[config.mk]
export PLATFORM = sky130hd
export DESIGN_NAME = fers_erase_seq
export DESIGN_NICKNAME = d
export VERILOG_FILES = /design/src/rtl/fers_pkg.sv /design/src/rtl/fers_lane_decode.sv /design/src/rtl/fers_poll_timer.sv /design/src/rtl/fers_bus_if.sv /design/src/rtl/fers_erase_seq.sv
export SDC_FILE = /design/constraint.sdc
export NUM_CORES = 1
export LEC_CHECK = 0
export ABC_CLOCK_PERIOD_IN_PS = 2650
export CAP_MARGIN = 10
export CORE_MARGIN = 2
export CORE_UTILIZATION = 50
export CTS_CLUSTER_SIZE = 20
export DETAILED_ROUTE_END_ITERATION = 10
export PLACE_DENSITY = 0.88
export SLEW_MARGIN = 20
export SYNTH_ARGS = -nofsm -noshare
export SYNTH_HDL_FRONTEND = slang
export SYNTH_SLANG_ARGS = --single-unit
[constraint.sdc]
create_clock -name clk -period 2.65 [get_ports clk]
set_input_delay 0.3975 -clock clk [delete_from_list [all_inputs] [get_ports clk]]
set_output_delay 0.3975 -clock clk [all_outputs]
set_load 0.05 [all_outputs]
[src/rtl/fers_pkg.sv]
package fers_pkg;

  // Result codes reported per lane
  typedef enum logic [2:0] {
    ERC_NONE    = 3'd0,
    ERC_LOCKED  = 3'd1,
    ERC_LOWVPP  = 3'd2,
    ERC_FAILED  = 3'd3,
    ERC_TIMEOUT = 3'd4
  } fers_err_e;

  typedef enum logic [2:0] {
    SQ_IDLE,
    SQ_PWR,
    SQ_SETUP,
    SQ_CONF,
    SQ_POLL,
    SQ_CLR,
    SQ_RST
  } fers_state_e;

  // Command bytes
  localparam logic [7:0] CMD_SETUP   = 8'h20;
  localparam logic [7:0] CMD_CONFIRM = 8'hD0;
  localparam logic [7:0] CMD_CLRST   = 8'h50;
  localparam logic [7:0] CMD_READARR = 8'hFF;

  // Status bit positions
  localparam int ST_READY = 7;
  localparam int ST_LOCK  = 1;
  localparam int ST_VPP   = 3;
  localparam int ST_PROG  = 4;
  localparam int ST_ERASE = 5;

  function automatic fers_err_e fers_classify(input logic [7:0] st);
    if (!st[ST_READY])                  return ERC_TIMEOUT;
    else if (st[ST_LOCK])               return ERC_LOCKED;
    else if (st[ST_VPP])                return ERC_LOWVPP;
    else if (st[ST_PROG] || st[ST_ERASE]) return ERC_FAILED;
    else                                return ERC_NONE;
  endfunction

endpackage

[src/rtl/fers_lane_decode.sv]
module fers_lane_decode
  import fers_pkg::*;
#(
  parameter int LANE_W = 8
) (
  input  logic [LANE_W-1:0] status,
  output logic              ready,
  output fers_err_e         code
);

  always_comb begin
    ready = status[ST_READY];
    code  = fers_classify(status[7:0]);
  end

  always_comb begin
    a_r7_code_range: assert (code <= ERC_TIMEOUT);
  end

endmodule

[src/rtl/fers_poll_timer.sv]
module fers_poll_timer #(
  parameter int LIMIT = 1000,
  localparam int CW   = $clog2(LIMIT + 1)
) (
  input  logic clk,
  input  logic rst,
  input  logic clr,
  input  logic run,
  output logic expired
);

  logic [CW-1:0] cnt;

  always_ff @(posedge clk) begin
    if (rst || clr) begin
      cnt <= '0;
    end else if (run && cnt != CW'(LIMIT)) begin
      cnt <= cnt + 1'b1;
    end
  end

  assign expired = (cnt == CW'(LIMIT));

  a_r6_timer_holds: assert property (@(posedge clk) disable iff (rst)
    (expired && !clr) |=> expired);

endmodule

[src/rtl/fers_bus_if.sv]
module fers_bus_if #(
  parameter int AW = 23,
  parameter int DW = 16
) (
  input  logic          clk,
  input  logic          rst,
  input  logic          start,
  input  logic          we,
  input  logic [AW-1:0] addr,
  input  logic [DW-1:0] wdata,
  output logic          xfer_done,
  output logic [DW-1:0] rdata,
  output logic          fl_req,
  output logic          fl_we,
  output logic [AW-1:0] fl_addr,
  output logic [DW-1:0] fl_wdata,
  input  logic          fl_ack,
  input  logic [DW-1:0] fl_rdata
);

  always_ff @(posedge clk) begin
    if (rst) begin
      fl_req    <= 1'b0;
      fl_we     <= 1'b0;
      fl_addr   <= '0;
      fl_wdata  <= '0;
      xfer_done <= 1'b0;
      rdata     <= '0;
    end else begin
      xfer_done <= 1'b0;
      if (fl_req) begin
        if (fl_ack) begin
          fl_req    <= 1'b0;
          xfer_done <= 1'b1;
          if (!fl_we) rdata <= fl_rdata;
        end
      end else if (start) begin
        fl_req   <= 1'b1;
        fl_we    <= we;
        fl_addr  <= addr;
        fl_wdata <= wdata;
      end
    end
  end

  a_r11_hold: assert property (@(posedge clk) disable iff (rst)
    (fl_req && !fl_ack) |=> (fl_req && $stable(fl_addr) && $stable(fl_we) && $stable(fl_wdata)));

  a_r11_gap: assert property (@(posedge clk) disable iff (rst)
    (fl_req && fl_ack) |=> !fl_req);

endmodule

[src/rtl/fers_erase_seq.sv]
module fers_erase_seq
  import fers_pkg::*;
#(
  parameter int ADDR_W     = 24,
  parameter int LANES      = 2,
  parameter int LANE_W     = 8,
  parameter int CLK_KHZ    = 50000,
  parameter int TIMEOUT_MS = 1500,
  localparam int WORD_W    = LANES * LANE_W,
  localparam int SHIFT     = $clog2(WORD_W / 8),
  localparam int WA_W      = ADDR_W - SHIFT,
  localparam int LIMIT     = CLK_KHZ * TIMEOUT_MS
) (
  input  logic                 clk,
  input  logic                 rst,
  input  logic                 req_valid,
  input  logic [ADDR_W-1:0]    req_addr,
  output logic                 busy,
  output logic                 done,
  output logic [3*LANES-1:0]   err_code,
  output logic [WORD_W-1:0]    last_status,
  output logic                 vpp_en,
  output logic                 fl_req,
  output logic                 fl_we,
  output logic [WA_W-1:0]      fl_addr,
  output logic [WORD_W-1:0]    fl_wdata,
  input  logic                 fl_ack,
  input  logic [WORD_W-1:0]    fl_rdata
);

  fers_state_e       state;
  logic [WA_W-1:0]   word_addr;
  logic              bus_start, bus_we;
  logic [7:0]        bus_cmd;
  logic              xfer_done;
  logic [WORD_W-1:0] bus_rdata;
  logic              expired;
  logic              all_ready;
  logic [LANES-1:0]  lane_ready;
  logic [3*LANES-1:0] code_next;

  // Replicate a command byte into every lane
  function automatic logic [WORD_W-1:0] mirror(input logic [7:0] c);
    logic [WORD_W-1:0] m;
    for (int i = 0; i < LANES; i++) m[i*LANE_W +: LANE_W] = LANE_W'(c);
    return m;
  endfunction

  // Per-lane status decode
  for (genvar g = 0; g < LANES; g++) begin : g_lane
    fers_err_e lcode;
    fers_lane_decode #(.LANE_W(LANE_W)) u_dec (
      .status (bus_rdata[g*LANE_W +: LANE_W]),
      .ready  (lane_ready[g]),
      .code   (lcode)
    );
    assign code_next[3*g +: 3] = lcode;
  end

  assign all_ready = &lane_ready;

  fers_poll_timer #(.LIMIT(LIMIT)) u_timer (
    .clk     (clk),
    .rst     (rst),
    .clr     (state == SQ_CONF && xfer_done),
    .run     (state == SQ_POLL),
    .expired (expired)
  );

  fers_bus_if #(.AW(WA_W), .DW(WORD_W)) u_bus (
    .clk       (clk),
    .rst       (rst),
    .start     (bus_start),
    .we        (bus_we),
    .addr      (word_addr),
    .wdata     (mirror(bus_cmd)),
    .xfer_done (xfer_done),
    .rdata     (bus_rdata),
    .fl_req    (fl_req),
    .fl_we     (fl_we),
    .fl_addr   (fl_addr),
    .fl_wdata  (fl_wdata),
    .fl_ack    (fl_ack),
    .fl_rdata  (fl_rdata)
  );

  // Which access to launch next
  always_comb begin
    bus_start = 1'b0;
    bus_we    = 1'b1;
    bus_cmd   = 8'h00;
    unique case (state)
      SQ_PWR: begin
        bus_start = 1'b1;
        bus_cmd   = CMD_SETUP;
      end
      SQ_SETUP: if (xfer_done) begin
        bus_start = 1'b1;
        bus_cmd   = CMD_CONFIRM;
      end
      SQ_CONF: if (xfer_done) begin
        bus_start = 1'b1;
        bus_we    = 1'b0;
      end
      SQ_POLL: if (xfer_done) begin
        bus_start = 1'b1;
        if (all_ready || expired) bus_cmd = CMD_CLRST;
        else bus_we = 1'b0;
      end
      SQ_CLR: if (xfer_done) begin
        bus_start = 1'b1;
        bus_cmd   = CMD_READARR;
      end
      default: ;
    endcase
  end

  always_ff @(posedge clk) begin
    if (rst) begin
      state       <= SQ_IDLE;
      word_addr   <= '0;
      busy        <= 1'b0;
      done        <= 1'b0;
      vpp_en      <= 1'b0;
      err_code    <= '0;
      last_status <= '0;
    end else begin
      done <= 1'b0;
      unique case (state)
        SQ_IDLE: if (req_valid) begin
          word_addr <= req_addr[ADDR_W-1:SHIFT];
          busy      <= 1'b1;
          vpp_en    <= 1'b1;
          err_code  <= '0;
          state     <= SQ_PWR;
        end
        SQ_PWR:   state <= SQ_SETUP;
        SQ_SETUP: if (xfer_done) state <= SQ_CONF;
        SQ_CONF:  if (xfer_done) state <= SQ_POLL;
        SQ_POLL: if (xfer_done && (all_ready || expired)) begin
          vpp_en      <= 1'b0;
          last_status <= bus_rdata;
          err_code    <= code_next;
          state       <= SQ_CLR;
        end
        SQ_CLR: if (xfer_done) state <= SQ_RST;
        SQ_RST: if (xfer_done) begin
          busy  <= 1'b0;
          done  <= 1'b1;
          state <= SQ_IDLE;
        end
        default: state <= SQ_IDLE;
      endcase
    end
  end

  a_r3_vpp_on_read: assert property (@(posedge clk) disable iff (rst)
    (fl_req && !fl_we) |-> vpp_en);

  a_r3_vpp_off_cleanup: assert property (@(posedge clk) disable iff (rst)
    (fl_req && fl_we && (fl_wdata[7:0] == CMD_CLRST || fl_wdata[7:0] == CMD_READARR)) |-> !vpp_en);

  a_r10_done_pulse: assert property (@(posedge clk) disable iff (rst)
    done |=> !done);

  a_r10_done_idle: assert property (@(posedge clk) disable iff (rst)
    done |-> !busy);

  a_r9_start_cause: assert property (@(posedge clk) disable iff (rst)
    $rose(busy) |-> $past(req_valid));

  a_r1_idle_quiet: assert property (@(posedge clk) disable iff (rst)
    !busy |-> !fl_req);

endmodule

==> results.py <==
metrics = {
    "logic_synthesis": {
        "synth_area_sq_um": 5139,
        "synthTopCellsByCount": "nand2_1 (154), dfxtp_1 (124), a21oi_1 (73), nor2_1 (46), nand2b_1 (33)",
        "synth_top_area_cell": "dfxtp_1",
        "syn-mean-instance-area_sq_um": 8.248,
        "ys_warn_count": 0,
        "synth_cell_type_count": 43,
        "async_flop_share_pct": 0,
        "ys.flop_type": "dfxtp_1",
        "synth_cells": 623,
        "yosysSeqAreaShare_pct": 48.31,
        "yosysMostFrequentCell": "nand2_1",
        "synth_seq_cells": 124,
        "synth.area.top_cells": "dfxtp_1 (48%), nand2_1 (11%), a21oi_1 (7.1%)",
        "syn_nets": 669,
        "synth_edf_count": 0,
        "synth_top_area_share_pct": 48.31,
    },
    "placement": {
        "io_buffers": 108,
        "dpl.hpwl_mm": 8.466,
        "post-place-ws_ps": 509.0,
        "gp_congestion": 0.8873,
    },
    "floorplanning": {
        "die_h_um": 105.4,
        "start_util_pct": 50.68,
        "rows": 37,
        "coreArea_sq_um": 10140,
        "die_area_sq_um": 11100,
        "die_w_um": 105.4,
        "pin_count": 110,
    },
    "clocking": {
        "cts.sinks": 124,
        "cts_resized": 0,
        "cts.reportedPaths.clkPinSlew_ps": 60,
        "insertion_delay_ps": 520,
        "clockBufferDepth": 2,
        "htreeDepth": 4,
        "cts_buffers": 17,
        "cts_hold_buffers": 0,
        "cts_tree": "yes",
        "clock_tree.root_cell": "clkbuf_8",
        "postCtsSetupRepairBufs": 0,
    },
    "run": {
        "max-cap-violations": 0,
    },
    "cells_and_area": {
        "syn_to_final_growth_pct": 33.16,
        "drive_gt1_share_pct": 7.034,
        "fill_cells": 704,
        "nNetsFinal": 758,
        "diodes": 0,
        "seqCellArea_sq_um": 2482,
        "multiInputGateArea_sq_um": 2387,
    },
    "drt": {
        "wl_per_cell_um": 15.07,
        "ant_nets": 0,
        "wirelength_mm": 12.98,
        "drc_errors": 0,
        "drt_pass1_iterations": 7,
        "initialDrtViolationCount": 299,
        "num_vias": 4656,
        "via_per_inst": 5.408,
    },
    "global_route": {
        "first_global_vias": 4578,
        "grt_max_degree": 35,
        "overflow": 0,
        "antenna_found_initial": 0,
        "grtUsageTotal_pct": 23.56,
        "grt_pass1_wl_mm": 21.13,
    },
    "hold_path": {
        "hp-class": "input port to flop",
    },
    "timing": {
        "finalSetupViolations": 0,
        "finalCritPeriodShare_pct": 85.13,
        "finClkSkew_ps": 9.845,
        "period_needed_ps": 2256,
        "rsz0062_at_grt": "false",
        "slew_viol_final": 0,
        "hold_viol": 0,
        "timing.fmax_mhz": 443.3,
        "slew_headroom_pct": 39.53,
        "tightest_slew_ps": 898.7,
        "fin_ws_ps": 394.0,
        "tns_ps": 0,
    },
    "outcome": {
        "status": "complete, no violations",
    },
    "pwr": {
        "leakagePower_nw": 2.414,
        "power_density_nw_per_um2": 704.5,
        "peakVddDrop_v": 0.0004326,
        "power_mw": 4.821,
    },
    "worst_setup_path": {
        "crit_chain": "clkdlybuf4s50_1",
        "cp_max_fo": 9,
        "slowest_stage": "clkdlybuf4s50_1",
        "cp-end-kind": "primary output",
        "cp_top_family": "buffers and inverters",
        "cp_slowest_stage_delay_ps": 860,
        "crit_type": "flop to primary output",
        "arrival_ps": 1860,
        "worstSetupStartpointType": "flop",
        "worst-path-buf-inv": 1,
        "cp.required_ps": 2250,
    },
}
cells in the final DEF (no fill, tap or decap), types with 2 or more instances in the layout:
cell type	count
inv_1	5
a211oi_1	2
clkbuf_16	16
a21oi_1	73
mux2i_1	21
clkdlybuf4s50_1	107
o21ai_0	11
clkinv_4	2
nand2b_1	33
o22ai_1	2
dfxtp_1	124
nand4_1	12
and2_1	2
nand2_1	154
inv_6	5
ha_1	2
nor2b_1	3
nand3_1	17
o211ai_1	3
clkinvlp_4	2
and3_1	7
buf_4	11
a211o_1	2
nor2_1	46
nor3_1	4
nor4_1	4
nor4bb_1	2
and4_1	3
xnor2_1	4
xor2_1	23
bufinv_16	4
worst reg2reg max path, delay by kind of cell (launching register included):
kind / cells / cell delay, ps
buf+inv: 2 / 380
simple gates: 3 / 850
fa+ha+maj: 1 / 140
mux: 1 / 260
compound gates: 1 / 170
flops: 1 / 320
kinds of logic (layout without fill, tap and decap cells):
logic type               after synthesis  after routing  synth area share [%]
buffers and inverters                 54            156                 5.381
XOR/XNOR                              27             27                 4.602
flip-flops                           124            124                 48.31
AND/OR/NAND/NOR                      298            298                 26.81
multiplexers                          21             21                 4.091
AO/OA/AOI/OAI                         97             97                 10.32
adder cells (fa/ha/maj)                2              2                0.4869
through the flow:
step	util (%)	cell area, sq um	cells	hold slack [ps]
after floorplan	-	5139	623	432.2
after global placement	61.32	6217	829	436.5
after detailed placement	61.32	6217	829	442.3
after CTS	67.49	6843	861	353.1
after global routing	67.49	6843	861	393.2
final	67.49	6843	861	378.5
area by class of cell:
type                            instances  share of cell area, %
Tap cell                              136                  2.487
Clock buffer                           18                  6.107
Multi-Input combinational cell        445                  34.89
Timing Repair Buffer                  119                  16.93
Sequential cell                       124                  36.28
Inverter                                5                 0.2743
Clock inverter                         14                  3.035
worst paths after layout:
path | startpoint | to | slack [ps] | depth (start not counted)
worst min register to register | word_addr[8] | u_bus.fl_addr[8] | 450 | 2
worst max-delay path | u_bus.fl_wdata[11] | fl_wdata[10] | 390 | 1
worst max register to register | u_timer.cnt[0] | last_status[1] | 460 | 8
worst min-delay path | rst | u_bus.rdata[0] | 380 | 2
where the power goes:
| group | total (mW) | switching [mW] | internal, mW |
|---|---|---|---|
| Clock | 2.44 | 0.885 | 1.55 |
| Combinational | 0.413 | 0.251 | 0.163 |
| Sequential | 1.97 | 0.0504 | 1.92 |
| Total | 4.82 | 1.19 | 3.63 |
state kept, by name (all words and copies together), names as in the netlist:
signal,flops
word_addr,23
u_timer.cnt,27
u_bus.rdata,16
state,3
last_status,16
err_code,6
u_bus.fl_wdata,4
vpp_en,1
busy,1
u_bus.xfer_done,1
u_bus.fl_we,1
u_bus.fl_req,1
u_bus.fl_addr,23
done,1
metal layers:
metal / share of wire (%) / GRT usage, %
met4: 2.8 / 9.810
met2: 52 / 41.11
met1: 38 / 26.33
met5: 0 / 0
met3: 6.5 / 7.607
Note: power is estimated with default switching activity, not from simulation.
